<file path="src/rtl/vsync_pkg.sv">
package vsync_pkg;
  // strobes sent from control to datapath each master cycle
  typedef struct packed {
    logic tick;       // system enable
    logic hWrap;      // last count of the line, with tick
    logic lineEnd;    // visible part ends, with tick
    logic frameWrap;  // last line of the frame, with lineEnd
  } strobes_t;
endpackage

</file>
<file path="src/rtl/sync_ctrl.sv">
module sync_ctrl
  import vsync_pkg::*;
#(
  parameter int PRESCALE = 16,
  parameter int H_TOTAL  = 98,
  parameter int H_ACTIVE = 64,
  parameter int V_TOTAL  = 312,
  parameter int HW       = 7,
  parameter int VW       = 9
) (
  input  logic          clk,
  input  logic          rst,
  input  logic [HW-1:0] hCount,
  input  logic [VW-1:0] vCount,
  output strobes_t      stb
);
  localparam int PW = (PRESCALE > 1) ? $clog2(PRESCALE) : 1;
  localparam logic [PW-1:0] P_LAST   = PW'(PRESCALE - 1);
  localparam logic [HW-1:0] H_LAST   = HW'(H_TOTAL - 1);
  localparam logic [HW-1:0] ACT_LAST = HW'(H_ACTIVE - 1);
  localparam logic [VW-1:0] V_LAST   = VW'(V_TOTAL - 1);

  logic [PW-1:0] preCnt;

  always_ff @(posedge clk) begin
    if (rst) preCnt <= '0;
    else if (preCnt == P_LAST) preCnt <= '0;
    else preCnt <= preCnt + 1'b1;
  end

  always_comb begin
    stb.tick      = (preCnt == P_LAST);
    stb.hWrap     = stb.tick && (hCount == H_LAST);
    stb.lineEnd   = stb.tick && (hCount == ACT_LAST);
    stb.frameWrap = stb.lineEnd && (vCount == V_LAST);
  end

  generate
    if (PRESCALE > 1) begin : g_spacing
      assert_tick_single_R1: assert property (@(posedge clk) disable iff (rst)
        stb.tick |=> !stb.tick);
    end
  endgenerate
endmodule

</file>
<file path="src/rtl/sync_datapath.sv">
module sync_datapath
  import vsync_pkg::*;
#(
  parameter int H_ACTIVE    = 64,
  parameter int HSYNC_START = 72,
  parameter int HSYNC_WIDTH = 8,
  parameter int HSYNC_SHIFT = 8,
  parameter int V_TOTAL     = 312,
  parameter int VSYNC_LINES = 4,
  parameter int HW          = 7,
  parameter int VW          = 9
) (
  input  logic          clk,
  input  logic          rst,
  input  strobes_t      stb,
  output logic [HW-1:0] hCount,
  output logic [VW-1:0] vCount,
  output logic          lineActiveN,
  output logic          hSync,
  output logic          vSync,
  output logic          cSync
);
  localparam int HS_EARLY = HSYNC_START - HSYNC_SHIFT;
  localparam logic [VW-1:0] V_LAST = VW'(V_TOTAL - 1);

  always_ff @(posedge clk) begin
    if (rst) hCount <= '0;
    else if (stb.hWrap) hCount <= '0;
    else if (stb.tick) hCount <= hCount + 1'b1;
  end

  always_ff @(posedge clk) begin
    if (rst) vCount <= '0;
    else if (stb.frameWrap) vCount <= '0;
    else if (stb.lineEnd) vCount <= vCount + 1'b1;
  end

  logic inNormal, inEarly;
  always_comb begin
    lineActiveN = (int'(hCount) >= H_ACTIVE);
    vSync       = (int'(vCount) < VSYNC_LINES);
    inNormal    = (int'(hCount) >= HSYNC_START) && (int'(hCount) < HSYNC_START + HSYNC_WIDTH);
    inEarly     = (int'(hCount) >= HS_EARLY) && (int'(hCount) < HS_EARLY + HSYNC_WIDTH);
    hSync       = vSync ? inEarly : inNormal;
    cSync       = hSync ^ vSync;
  end

  assert_h_wrap_R2: assert property (@(posedge clk) disable iff (rst)
    stb.hWrap |=> (hCount == '0));
  assert_h_hold_R2: assert property (@(posedge clk) disable iff (rst)
    !stb.tick |=> $stable(hCount));
  assert_line_step_R6: assert property (@(posedge clk) disable iff (rst)
    stb.lineEnd |=> (vCount == (($past(vCount) == V_LAST) ? '0 : $past(vCount) + 1'b1)));
  assert_v_hold_R6: assert property (@(posedge clk) disable iff (rst)
    !stb.lineEnd |=> $stable(vCount));
  assert_vsync_top_R7: assert property (@(posedge clk) disable iff (rst)
    $rose(vSync) |-> (vCount == '0));
  assert_hsync_blank_R4: assert property (@(posedge clk) disable iff (rst)
    hSync |-> lineActiveN);
endmodule

</file>
<file path="src/rtl/vsync_timing.sv">
module vsync_timing
  import vsync_pkg::*;
#(
  parameter int PRESCALE    = 16,
  parameter int H_TOTAL     = 98,
  parameter int H_ACTIVE    = 64,
  parameter int HSYNC_START = 72,
  parameter int HSYNC_WIDTH = 8,
  parameter int HSYNC_SHIFT = 8,
  parameter int V_TOTAL     = 312,
  parameter int VSYNC_LINES = 4,
  parameter int HW          = $clog2(H_TOTAL),
  parameter int VW          = $clog2(V_TOTAL)
) (
  input  logic          clk,
  input  logic          rst,
  output logic          sysEn,
  output logic [HW-1:0] hAddr,
  output logic [VW-1:0] vAddr,
  output logic          lineActiveN,
  output logic          hSync,
  output logic          vSync,
  output logic          cSync
);
  strobes_t stb;

  sync_ctrl #(
    .PRESCALE(PRESCALE), .H_TOTAL(H_TOTAL), .H_ACTIVE(H_ACTIVE),
    .V_TOTAL(V_TOTAL), .HW(HW), .VW(VW)
  ) uCtrl (
    .clk(clk), .rst(rst), .hCount(hAddr), .vCount(vAddr), .stb(stb)
  );

  sync_datapath #(
    .H_ACTIVE(H_ACTIVE), .HSYNC_START(HSYNC_START), .HSYNC_WIDTH(HSYNC_WIDTH),
    .HSYNC_SHIFT(HSYNC_SHIFT), .V_TOTAL(V_TOTAL), .VSYNC_LINES(VSYNC_LINES),
    .HW(HW), .VW(VW)
  ) uData (
    .clk(clk), .rst(rst), .stb(stb), .hCount(hAddr), .vCount(vAddr),
    .lineActiveN(lineActiveN), .hSync(hSync), .vSync(vSync), .cSync(cSync)
  );

  assign sysEn = stb.tick;

  assert_csync_edge_R8: assert property (@(posedge clk) disable iff (rst)
    $changed(cSync) |-> ($changed(hSync) || $changed(vSync)));
endmodule

</file>
<file path="config.mk">
export PLATFORM = sky130hd
export DESIGN_NAME = vsync_timing
export DESIGN_NICKNAME = d
export VERILOG_FILES = /design/src/rtl/vsync_pkg.sv /design/src/rtl/sync_ctrl.sv /design/src/rtl/sync_datapath.sv /design/src/rtl/vsync_timing.sv
export SDC_FILE = /design/constraint.sdc
export NUM_CORES = 1
export LEC_CHECK = 0
export BUFFER_PORTS_ARGS = -buffer_cell sky130_fd_sc_hd__buf_2
export CELL_PAD_IN_SITES_DETAIL_PLACEMENT = 1
export CELL_PAD_IN_SITES_GLOBAL_PLACEMENT = 2
export CORE_AREA = 2 2 64 66
export CTS_CLUSTER_SIZE = 30
export DETAILED_ROUTE_END_ITERATION = 8
export DIE_AREA = 0 0 66 68
export PLACE_DENSITY_LB_ADDON = 0.3
export RECOVER_POWER = 25
export SETUP_SLACK_MARGIN = 0.15
export SYNTH_ARGS = -nofsm -noshare
export SYNTH_HDL_FRONTEND = slang
export SYNTH_HIERARCHICAL = 1
export SYNTH_SLANG_ARGS = --single-unit
</file>
<file path="constraint.sdc">
create_clock -name clk -period 2.01 [get_ports clk]
set_input_delay 0 -clock clk [delete_from_list [all_inputs] [get_ports clk]]
set_output_delay 0 -clock clk [all_outputs]
set_load 0.03 [all_outputs]
</file>
# Yosys cells after proc, flatten, opt, wreduce, memory -nomap -nowiden
# Index checks and enable logic that the tools add are counted.
dict set report totals {
  ff_bits 20
  inputBits 2
}
dict set report op_classes {
  addsub 3
  magnitude_cmp 5
  n_eq_ne 4
  n_mux 1
  bitwise_logic 1
  n_reduce_logical 8
}
# operator n
set op_table {}
lappend op_table {{7-bit >= comparator, second input constant} 2}
lappend op_table {{7-bit < comparator, second input constant} 2}
lappend op_table {{9-bit by 1-bit adder with 9-bit output, second input constant} 1}
lappend op_table {{9-bit == test, second input constant} 1}
lappend op_table {{9-bit by 3-bit < comparator with 1-bit output, second input constant} 1}
lappend op_table {{7-bit by 1-bit adder with 7-bit output, second input constant} 1}
lappend op_table {{7-bit by 6-bit == test with 1-bit output, second input constant} 1}
lappend op_table {{7-bit == test, second input constant} 1}
lappend op_table {{2-bit OR reduction} 3}
lappend op_table {{1-bit logical AND} 5}
lappend op_table {{4-bit by 1-bit adder with 4-bit output, second input constant} 1}
lappend op_table {{4-bit == test, second input constant} 1}
lappend op_table {{1-bit 2-to-1 mux} 1}
lappend op_table {{1-bit XOR} 1}

# Longest topological paths before layout
# Gate-level depths: netlist of run 1.
dict set report depth {
  word_depth 4
  mapped_depth 8
  mapped_depth_nobuf 7
}

# Modules after synthesis
# The synthesis of run 1 kept the hierarchy.
# mod n_inst cells_per_inst area_per_inst_um2 seq_area_each_um2
set modules_own_cells {}
lappend modules_own_cells {sync_datapath 1 87 787.0 320.3}
lappend modules_own_cells {sync_ctrl 1 23 224.0 80.1}

# Least setup slack after synthesis of run 1
# No wires, ideal clock.
dict set report synth_path {
  path_type {register -> register}
  startpoint {register uCtrl.preCnt[0]}
  endpoint {register uData.vCount[7]}
  setup_ps 70
  arrival_time_ps 2082
  required_time_ps 1940
  slack_ps -142
  path_stages_with_launch 9
  n_path_buf 1
  cell_sequence {dfxtp_1 ha_1 and3_4 nand3_2 nor3_1 clkbuf_2 nand4_4 or4_1 a21oi_1}
}
# element line_no
set synth_lines {}
lappend synth_lines {{start: declaration} sync_ctrl.sv:23} ;# logic [PW-1:0] preCnt;
lappend synth_lines {{start signal: assignment} sync_ctrl.sv:28} ;# else preCnt <= preCnt + 1'b1;
lappend synth_lines {{end signal: assignment} sync_datapath.sv:35} ;# else if (stb.lineEnd) vCount <= vCount + 1'b1;
lappend synth_lines {{end: declaration} sync_datapath.sv:17} ;# output logic [VW-1:0] vCount,

# Worst setup path after layout of run 1
dict set report layout_path {
  startpoint {register uData.vCount[5]}
  endpoint {output port hSync}
}
dict set report layout_between {
  elab_chain_cells 2
}
# element line_no
set layout_lines {}
lappend layout_lines {{9-bit by 3-bit < comparator with 1-bit output} sync_datapath.sv:41} ;# vSync = (int'(vCount) < VSYNC_LINES);
lappend layout_lines {{1-bit 2-to-1 mux} sync_datapath.sv:44} ;# hSync = vSync ? inEarly : inNormal;
lappend layout_lines {{end: declaration} vsync_timing.sv:21} ;# output logic hSync,
# Every way passes these cells.

==> results by group, run 1 <==
Drt
  • DRT Wirelength: 2.67 mm
  • Vias/cell: 4.79
  • Uppermost layer routed: met4
  • Routed metal-1 wirelength: 1.15 mm
  • Remaining DRCs: 0
  • DR iter-0 viols: 25
  • Metal3 WL: 93 um
  • Met2 Wirelength: 1.38 mm
  • Wire per inst: 13.8 um
  • Final ANT Viol Nets: 0
  • DRT Pass-1 Iters: 4
  • Vias: 930

Timing
  • Final worst slack: 0.200 ns
  • RSZ-0062 raised after global routing: true
  • Final setup viols: 0
  • Hold Vio Cnt, Final: 0
  • Max-slew violation count: 0
  • Period utilization: 90.0%
  • Max Freq: 0.553 GHz
  • Slew margin rel.: 73.3%
  • Worst-Margin Slew: 0.399 ns
  • Setup_tns: 0 ns
  • Min Tclk post-route: 1.81 ns
  • Setup Skew: 0.00713 ns

Power and ir drop
  • P per Cell Area: 535 nW/um2
  • Leak Pwr: 0.525 nW
  • Worst vdd ir: 0.145 mV

Layout
  • ANT cells: 0
  • Most frequent cells in the layout: dfxtp_1 (14), buf_2 (12), buf_4 (12), nor2_1 (12)
  • Layout cells sized above 1: 35.4%
  • Leading cell type in the layout, fill and taps excluded: dfxtp_1
  • Area Growth Syn to Fin: 37.3%
  • Post-layout net count: 151

Worst setup path
  • Sum of buffers and inverters on the critical path: 2
  • Setup crit end kind: output pin
  • Family with the most delay on the worst path: simple AND/OR/NAND/NOR gates
  • R2R Setup Slk: 0.23 ns
  • Kind of critical path: flip-flop to output pin
  • CP Launch Type: flip-flop
  • Data arrival, critical path: 1.81 ns
  • Largest stage delay on the critical path: 0.54 ns
  • CP Max Fanout: 3
  • Critical path cell sequence: or4_4 > nor4_4 > buf_4 > mux2i_4 > buf_6
  • Critical Path Slowest Stage Cell: or4_4
  • CP required: 2.01 ns

CTS
  • CTS tree: yes
  • Max Root-Sink Buffers: 2
  • Skew-Pair Late Insertion Delay: 0.26 ns
  • Sink Count: 20
  • Root Buffer: clkbuf_8
  • Inserted Clock Buffers: 3
  • Clock slew at reported path FFs: 0.07 ns
  • Max H-tree Level: 1

GRT
  • Grt total ovfl: 0
  • Gr usage total: 12.9%
  • Initial antenna violation count: 0
  • Largest net degree at the start of global routing: 12
  • Vias in the first global route: 929
  • First-pass GRT wire length: 4.44 mm

Die
  • Die area: 4490 um2
  • I/O Pins: 23
  • DIE HEIGHT: 68 um
  • Die width: 66 um
  • # rows: 23
  • Core footprint: 3860 um2
  • Starting density of the core: 26.2%

Logic synthesis
  • Yosys warns: 6
  • Synth Cell Area: 1010 um2
  • Mapped Cells: 110
  • Async S/R FF share, synth: 0%
  • Yosys reg bits: 20
  • Number of flops mapped to enable cells by yosys: 0
  • Ys flop type: dfxtp_1
  • Syn Nets: 116
  • Post-synthesis sequential area ratio: 39.6%
  • Post-synth cell types: 35
  • Avg Cell Area, Syn: 9.19 um2

Min path
  • Hold Path Class: flip-flop to flip-flop

Run
  • Total of max-cap violations: 0

Placed design
  • Number of port buffers: 22
  • Post-DP HPWL: 1.89 mm
  • GP Congestion: 0.704
  • Worst Setup Slack post-DPL: 0.121 ns

Run status
  • Status: complete, no violations
==> power breakdown <==
| group | internal [mW] | switching (mW) | total (mW) |
|---|---|---|---|
| sequential | 0.398 | 0.00716 | 0.406 |
| clock | 0.174 | 0.139 | 0.313 |
| combinational | 0.0127 | 0.0109 | 0.0237 |
| total | 0.586 | 0.157 | 0.742 |
==> final cells by class <==
cell class,instances,area (um2)
timing repair buffer,35,213
clock buffer,4,55.1
inverter,2,7.51
tap,50,62.6
multi-input combinational,83,632
fill,481,2470
sequential,20,418
==> timing repair <==
item,4_1_cts,5_1_grt
resized for setup,5,4
setup endpoints to repair,3,6
hold buffers,1,0
setup buffers,4,4
hold endpoints to repair,4,0
cloned,0,0
pin swaps,2,1
==> cell families (layout without fill, tap and decap cells) <==
| kind of cell | after synthesis | after routing | share of synthesized area (%) |
|---|---|---|---|
| AOI/OAI and AO/OA | 15 | 15 | 8.42 |
| xor gates and xnor gates | 9 | 9 | 7.80 |
| adders and majority gates | 4 | 4 | 4.95 |
| buffers and inverters | 7 | 41 | 2.72 |
| DFF | 20 | 20 | 39.6 |
| muxes | 4 | 4 | 4.08 |
| and+or+nand+nor | 51 | 51 | 32.4 |
==> through the flow <==
step / power (mW) / hold WS (ns) / utilization, % / std cells / area [um2]
2_1_floorplan: 0.431 / 0.0687 / - / 110 / 1060
3_3_place_gp: 0.436 / 0.243 / 32.2 / 181 / 1240
3_5_place_dp: 0.438 / 0.248 / 32.2 / 181 / 1240
4_1_cts: 0.752 / 0.475 / 35.0 / 190 / 1350
5_1_grt: 0.774 / 0.477 / 36.0 / 194 / 1390
6_report: 0.742 / 0.459 / 36.0 / 194 / 1390
==> flip-flops by register name, summed over array words and instances (netlist names) <==
register	flops
uCtrl/preCnt	4
uData/vCount	9
uData/hCount	7
==> final timing paths <==
path / start / depth (start not counted) / endpoint
worst max-delay path: uData/vCount[5] / 5 / hSync
worst min-delay path: uCtrl/preCnt[0] / 1 / uCtrl/preCnt[0]
worst max register to register: uCtrl/preCnt[1] / 8 / uData/vCount[7]
worst min register to register: uCtrl/preCnt[0] / 1 / uCtrl/preCnt[0]
==> metal layers <==
layer / vias up / global-route usage (%)
met5: - / 0
met4: 0 / 5.36
met3: 6 / 2.63
met2: 18 / 23.1
met1: 448 / 14.9
li1: 458 / -
==> Yosys cell counts (2+ instances only) <==
| master | count | area, um2 |
|---|---|---|
| ha_1 | 4 | 50.1 |
| nor3b_1 | 2 | 15.0 |
| nor2_1 | 12 | 45.0 |
| xnor2_1 | 3 | 26.3 |
| or2_2 | 2 | 12.5 |
| mux2i_1 | 3 | 30.0 |
| nand4_1 | 7 | 43.8 |
| or3_1 | 2 | 12.5 |
| nand3_1 | 2 | 10.0 |
| o21ai_0 | 5 | 25.0 |
| a21oi_1 | 6 | 30.0 |
| nor3_1 | 2 | 10.0 |
| clkbuf_1 | 4 | 15.0 |
| xor2_1 | 6 | 52.6 |
| dfxtp_1 | 20 | 400 |
| nand2_1 | 8 | 30.0 |
| inv_1 | 2 | 7.51 |
| or3_2 | 3 | 22.5 |
Power figures use the tool's default switching activity.
==> run 2: changes to the inputs <==
--- a/config.mk
+++ b/config.mk
@@ -8,11 +8,12 @@
 export BUFFER_PORTS_ARGS = -buffer_cell sky130_fd_sc_hd__buf_2
 export CELL_PAD_IN_SITES_DETAIL_PLACEMENT = 1
 export CELL_PAD_IN_SITES_GLOBAL_PLACEMENT = 2
-export CORE_AREA = 2 2 64 66
+export CORE_AREA = 2 2 62 64
+export CTS_BUF_LIST = sky130_fd_sc_hd__clkbuf_2 sky130_fd_sc_hd__clkbuf_4 sky130_fd_sc_hd__clkbuf_8
 export CTS_CLUSTER_SIZE = 30
 export DETAILED_ROUTE_END_ITERATION = 8
-export DIE_AREA = 0 0 66 68
-export PLACE_DENSITY_LB_ADDON = 0.3
+export DIE_AREA = 0 0 64 66
+export PLACE_DENSITY = 0.78
 export RECOVER_POWER = 25
 export SETUP_SLACK_MARGIN = 0.15
 export SYNTH_ARGS = -nofsm -noshare
==> run 2 against run 1 <==
First-iteration DRC count rose by 36%. Sequential share of layout area rose by 0.91 points. Highest routed layer unchanged. Power fell by 13%. Cell area fell by 3.5%. Clock power fell by 32%. Hold slack improved by 0.0027 ns. Clock skew rose by 0.00089 ns.
==> results by group, run 2 (synthesis results as in run 1) <==
Worst setup path
  • CP Launch Type: flip-flop (unchanged)
  • CP Max Fanout: 3 (unchanged)
  • Setup crit end kind: output pin (unchanged)
  • CP required: 2.01 ns (about the same)
  • Worst R2R Path Depth: 7 (was 8)
  • Worst r2r dst: uData/vCount[7] (unchanged)
  • Reg2reg start: uCtrl/preCnt[1] (unchanged)
  • Data arrival, critical path: 1.91 ns (was 1.81 ns)
  • R2R Setup Slk: 0.13 ns (was 0.23 ns)
  • Kind of critical path: flip-flop to output pin (unchanged)

Min path
  • Hold Path Class: flip-flop to flip-flop (unchanged)
  • Worst Min Path Start: uCtrl/preCnt[0] (unchanged)
  • Hold Path End: uCtrl/preCnt[0] (unchanged)
  • Worst Hold Path Cells: 1 (unchanged)

CTS
  • Root Buffer: clkbuf_4 (was clkbuf_8)
  • Inserted Clock Buffers: 3 (unchanged)
  • CTS tree: yes (unchanged)
  • Max H-tree Level: 1 (unchanged)
  • Skew-Pair Late Insertion Delay: 0.31 ns (was 0.26 ns)
  • Max Root-Sink Buffers: 2 (unchanged)
  • Clock slew at reported path FFs: 0.11 ns (was 0.07 ns)
  • Sink Count: 20 (unchanged)

GRT
  • Largest net degree at the start of global routing: 12 (unchanged)
  • Initial antenna violation count: 0 (unchanged)
  • Vias in the first global route: 975 (was 929)
  • Gr usage total: 13.6% (was 12.9%)
  • First-pass GRT wire length: 4.52 mm (was 4.44 mm)
  • Grt total ovfl: 0 (unchanged)

Drt
  • Wire per inst: 14.1 um (was 13.8 um)
  • Vias: 931 (was 930)
  • DR iter-0 viols: 34 (was 25)
  • Remaining DRCs: 0 (unchanged)
  • DRT Wirelength: 2.65 mm (was 2.67 mm)
  • Vias/cell: 4.95 (was 4.79)
  • DRT Pass-1 Iters: 4 (unchanged)
  • Final ANT Viol Nets: 0 (unchanged)

Layout
  • Layout cells sized above 1: 35.0% (was 35.4%)
  • Fin area: 1340 um2 (was 1390 um2)
  • ANT cells: 0 (unchanged)
  • Post-Layout Cell Count: 188 (was 194)
  • Number of fill cells in the layout: 431 (was 481)
  • Most frequent cells in the layout: dfxtp_1 (14), buf_2 (13), nor2_1 (12) (was dfxtp_1 (14), buf_2 (12), buf_4 (12), nor2_1 (12))
  • Util after Layout: 37.7% (was 36.0%)
  • Leading cell type in the layout, fill and taps excluded: dfxtp_1 (unchanged)
  • Most flops, register: uData/vCount (unchanged)
  • Area Growth Syn to Fin: 32.4% (was 37.3%)
  • Post-layout net count: 147 (was 151)
  • Biggest regs: uData/vCount (9), uData/hCount (7), uCtrl/preCnt (4) (unchanged)
  • Max FFs per register: 9 (unchanged)

Placed design
  • Post-DP HPWL: 1.86 mm (was 1.89 mm)
  • Placed insts: 178 (was 181)
  • Number of port buffers: 22 (unchanged)
  • Worst Setup Slack post-DPL: 0.0533 ns (was 0.121 ns)
  • GP Congestion: 0.757 (was 0.704)
  • DP Area: 1230 um2 (was 1240 um2)

Timing
  • Slew margin rel.: 74.8% (was 73.3%)
  • Worst-Margin Slew: 0.380 ns (was 0.399 ns)
  • Final worst slack: 0.101 ns (was 0.200 ns)
  • Final setup viols: 0 (unchanged)
  • Max-slew violation count: 0 (unchanged)
  • Max Freq: 0.524 GHz (was 0.553 GHz)
  • Setup Skew: 0.00801 ns (was 0.00713 ns)
  • RSZ-0062 raised after global routing: true (unchanged)
  • Period utilization: 95.0% (was 90.0%)
  • Hold Vio Cnt, Final: 0 (unchanged)
  • Hold WS: 0.461 ns (was 0.459 ns)
  • Min Tclk post-route: 1.91 ns (was 1.81 ns)

Power and ir drop
  • Switching Share: 22.0% (was 21.1%)
  • Worst vdd ir: 0.252 mV (was 0.145 mV)
  • P per Cell Area: 480 nW/um2 (was 535 nW/um2)
  • Power share of the clock group: 33.3% (was 42.2%)
  • Seq pwr share: 63.1% (was 54.6%)
  • Leak Pwr: 0.500 nW (was 0.525 nW)
  • Combinational share of power: 3.6% (was 3.2%)
  • Internal power: 501 uW (was 586 uW)
  • Psw: 141 uW (was 157 uW)

Die
  • Die width: 64 um (was 66 um)
  • # rows: 22 (was 23)
  • Starting density of the core: 28.5% (was 26.2%)
  • Core footprint: 3550 um2 (was 3860 um2)
  • DIE HEIGHT: 66 um (was 68 um)
  • I/O Pins: 23 (unchanged)
  • Die area: 4220 um2 (was 4490 um2)

Run status
  • Status: complete, no violations (unchanged)

Run
  • Total of max-cap violations: 0 (unchanged)
==> run 2: how the worst max path moves through the flow <==
stage,cells after the start,slack (ns),endpoint,from
2_1_floorplan,8,0.10,uData/vCount[7],uCtrl/preCnt[1]
3_3_place_gp,7,0.1,uData/vCount[7],uCtrl/preCnt[0]
3_5_place_dp,7,0.05,uData/vCount[7],uCtrl/preCnt[1]
4_1_cts,5,-0.05,hSync,uData/vCount[5]
5_1_grt,5,-0.01,hSync,uData/vCount[5]
6_report,5,0.10,hSync,uData/vCount[5]
==> run 2: critical path, stage by stage, from the launching register on <==
cell and delay (ns):
dfxtp_4 0.36, or4_4 0.54, nor4_4 0.14, buf_4 0.18
mux2i_4 0.23, buf_6 0.15
==> run 2: layout make-up <==
type                    count  area (um2)  area share [%]
clock buffers               4        30.0            2.24
inverters                   2        7.51           0.561
multi-input cells          83         642            47.9
flip-flops and latches     20         415            31.0
well taps                  48        60.1            4.49
repair buffers             31         184            13.7
==> run 2: metrics by stage <==
stage,TNS [ns],total power [mW]
6_report,0,0.642
3_3_place_gp,0,0.435
4_1_cts,-0.0536,0.657
2_1_floorplan,0,0.431
3_5_place_dp,0,0.439
5_1_grt,-0.0211,0.687
==> run 2: layer usage <==
layer / vias to the layer above / share of wire, % / GRT usage, %
li1: 456 / - / -
met1: 450 / 45 / 15.9
met2: 21 / 49 / 24.2
met3: 4 / 4.8 / 3.41
met4: 0 / 0.79 / 4.08
met5: - / 0 / 0
==> run 2: timing repair <==
action | 4_1_cts | 5_1_grt
hold endpoints to repair | 4 | 0
hold buffers | 1 | 0
setup buffers | 3 | 2
endpoints found under the setup margin | 7 | 7
pin swaps | 2 | 1
resized for setup | 7 | 5
==> run 2: power by group through the flow <==
stage                     sequential, mW  clock, mW  combinational [mW]
after floorplan                    0.415          0              0.0156
after global placement             0.416          0              0.0195
after detailed placement           0.417          0              0.0219
after CTS                          0.407      0.227              0.0233
after global routing               0.406      0.253              0.0274
final                              0.405      0.214              0.0229
==> run 3: changes to the inputs <==
==> constraint.sdc (replaced) <==
create_clock -name clk -period 2.01 [get_ports clk]
set_input_delay 0 -clock clk [delete_from_list [all_inputs] [get_ports clk]]
set_output_delay 0 -clock clk [all_outputs]
set_load 0.05 [all_outputs]
==> run 3 against run 2 <==
Global-route usage down 0.83 points. Sequential share of layout area down 0.53 points. Sequential power about the same. Via count up 1.7%. Register-to-register slack about the same. Largest cell class unchanged.
==> results by group, run 3 (synthesis results as in run 1) <==
Worst setup path
  • Kind of critical path: flip-flop to output pin (unchanged)
  • Largest stage delay on the critical path: 0.54 ns (about the same)
  • CP Launch Type: flip-flop (unchanged)
  • Data arrival, critical path: 1.93 ns (was 1.91 ns)
  • CP Max Fanout: 3 (unchanged)
  • Sum of buffers and inverters on the critical path: 2 (unchanged)
  • Critical Path Slowest Stage Cell: or4_4 (unchanged)
  • Family with the most delay on the worst path: simple AND/OR/NAND/NOR gates (unchanged)
  • Setup crit end kind: output pin (unchanged)
  • CP required: 2.01 ns (about the same)
  • R2R Setup Slk: 0.13 ns (about the same)
  • Critical path cell sequence: or4_4 > nor4_4 > buf_4 > mux2i_4 > buf_6 (unchanged)

GRT
  • Vias in the first global route: 929 (was 975)
  • Initial antenna violation count: 0 (unchanged)
  • Largest net degree at the start of global routing: 12 (unchanged)
  • Gr usage total: 12.7% (was 13.6%)
  • First-pass GRT wire length: 4.23 mm (was 4.52 mm)
  • Grt total ovfl: 0 (unchanged)

Die
  • Starting density of the core: 28.5% (unchanged)
  • I/O Pins: 23 (unchanged)
  • # rows: 22 (unchanged)
  • DIE HEIGHT: 66 um (unchanged)
  • Die width: 64 um (unchanged)
  • Die area: 4220 um2 (unchanged)
  • Core footprint: 3550 um2 (unchanged)

Min path
  • Hold Path Class: input pin to flip-flop (was flip-flop to flip-flop)

Power and ir drop
  • P per Cell Area: 464 nW/um2 (was 480 nW/um2)
  • Pwr Total: 634 uW (was 642 uW)
  • Leak Pwr: 0.524 nW (was 0.500 nW)
  • Seq pwr share: 63.8% (was 63.1%)
  • Psw: 147 uW (was 141 uW)
  • Combinational share of power: 4.8% (was 3.6%)
  • Switching Share: 23.2% (was 22.0%)
  • Internal power: 487 uW (was 501 uW)
  • Worst vdd ir: 0.278 mV (was 0.252 mV)
  • Power share of the clock group: 31.5% (was 33.3%)

Layout
  • Layout cells sized above 1: 38.9% (was 35.0%)
  • Most flops, register: uData/vCount (unchanged)
  • Number of fill cells in the layout: 429 (was 431)
  • Area Growth Syn to Fin: 35.1% (was 32.4%)
  • ANT cells: 0 (unchanged)
  • Max FFs per register: 9 (unchanged)
  • Util after Layout: 38.5% (was 37.7%)
  • Post-layout net count: 151 (was 147)
  • Most frequent cells in the layout: buf_2 (13), buf_4 (12), nor2_1 (12) (was dfxtp_1 (14), buf_2 (13), nor2_1 (12))
  • Biggest regs: uData/vCount (9), uData/hCount (7), uCtrl/preCnt (4) (unchanged)
  • Fin area: 1370 um2 (was 1340 um2)
  • Leading cell type in the layout, fill and taps excluded: buf_2 (was dfxtp_1)

Timing
  • Final setup viols: 0 (unchanged)
  • Max-slew violation count: 0 (unchanged)
  • Period utilization: 96.1% (was 95.0%)
  • Setup Skew: 0.0104 ns (was 0.00801 ns)
  • Slew margin rel.: 60.1% (was 74.8%)
  • Hold Vio Cnt, Final: 0 (unchanged)
  • Worst-Margin Slew: 0.601 ns (was 0.380 ns)
  • RSZ-0062 raised after global routing: true (unchanged)
  • Max Freq: 0.518 GHz (was 0.524 GHz)
  • Min Tclk post-route: 1.93 ns (was 1.91 ns)

Run
  • Total of max-cap violations: 0 (unchanged)

Drt
  • DRT Wirelength: 2.66 mm (was 2.65 mm)
  • Final ANT Viol Nets: 0 (unchanged)
  • Vias/cell: 4.93 (was 4.95)
  • DRT Pass-1 Iters: 3 (was 4)
  • Wire per inst: 13.8 um (was 14.1 um)
  • Remaining DRCs: 0 (unchanged)
  • DR iter-0 viols: 28 (was 34)
  • Vias: 947 (was 931)

CTS
  • Max Root-Sink Buffers: 2 (unchanged)
  • Sink Count: 20 (unchanged)
  • Inserted Clock Buffers: 3 (unchanged)
  • Clock slew at reported path FFs: 0.12 ns (was 0.11 ns)
  • Max H-tree Level: 1 (unchanged)
  • Skew-Pair Late Insertion Delay: 0.31 ns (about the same)
  • CTS tree: yes (unchanged)
  • Root Buffer: clkbuf_4 (unchanged)

Placed design
  • Post-DP HPWL: 1.84 mm (was 1.86 mm)
  • Number of port buffers: 22 (unchanged)
  • DP Area: 1230 um2 (about the same)
  • GP Congestion: 0.712 (was 0.757)

Run status
  • Status: complete, no violations (unchanged)
run 3: layout make-up:
type                            count  area [um2]  share of cell area, %
Sequential cell                    20         417                   30.5
Timing Repair Buffer               35         218                   15.9
Multi-Input combinational cell     83         638                   46.7
Inverter                            2        7.51                  0.549
Clock inverter                      1        3.75                  0.275
Tap cell                           48        60.1                   4.40
Clock buffer                        3        22.5                   1.65
run 3: stage by stage:
stage	cells	hold slack [ns]	setup TNS (ns)	setup WS, ns
after floorplan	110	0.0687	-0.436	-0.248
after global placement	178	0.237	0	0.114
after detailed placement	178	0.254	0	0.0515
after CTS	189	0.445	0	0.0774
after global routing	192	0.452	-0.0350	-0.0350
final	192	0.450	0	0.0777
run 3: power groups by stage:
stage / sequential (mW) / clock, mW / combinational (mW)
6_report: 0.405 / 0.200 / 0.0302
5_1_grt: 0.405 / 0.228 / 0.0334
4_1_cts: 0.405 / 0.208 / 0.0289
3_5_place_dp: 0.415 / 0 / 0.0211
3_3_place_gp: 0.414 / 0 / 0.0196
2_1_floorplan: 0.414 / 0 / 0.0156
run 3: final timing paths:
| kind | from | depth (start not counted) | to |
|---|---|---|---|
| worst max-delay path | uData/vCount[5] | 5 | hSync |
| worst min-delay path | rst | 3 | uCtrl/preCnt[2] |
| worst max register to register | uCtrl/preCnt[1] | 8 | uData/vCount[5] |
| worst min register to register | uCtrl/preCnt[3] | 1 | uCtrl/preCnt[3] |
run 3: tightest hold or removal path, delay by kind of cell:
family,cells,cell delay (ns)
buf+inv,2,0.68
simple gates,1,0.05
run 3: what timing repair did:
action                                  in CTS  in global routing
setup buffers                                6                  3
pin swaps                                    1                  1
endpoints found under the setup margin       5                  5
hold endpoints to repair                     4                  0
resized for setup                            6                  5
hold buffers                                 1                  0
run 3: per-layer routing:
layer | up-vias | share of wire, % | track usage (%)
met5 | - | 0 | 0
met4 | 0 | 0.45 | 2.45
met3 | 2 | 4.2 | 3.24
met2 | 21 | 52 | 23.7
met1 | 465 | 43 | 14.6
li1 | 459 | - | -
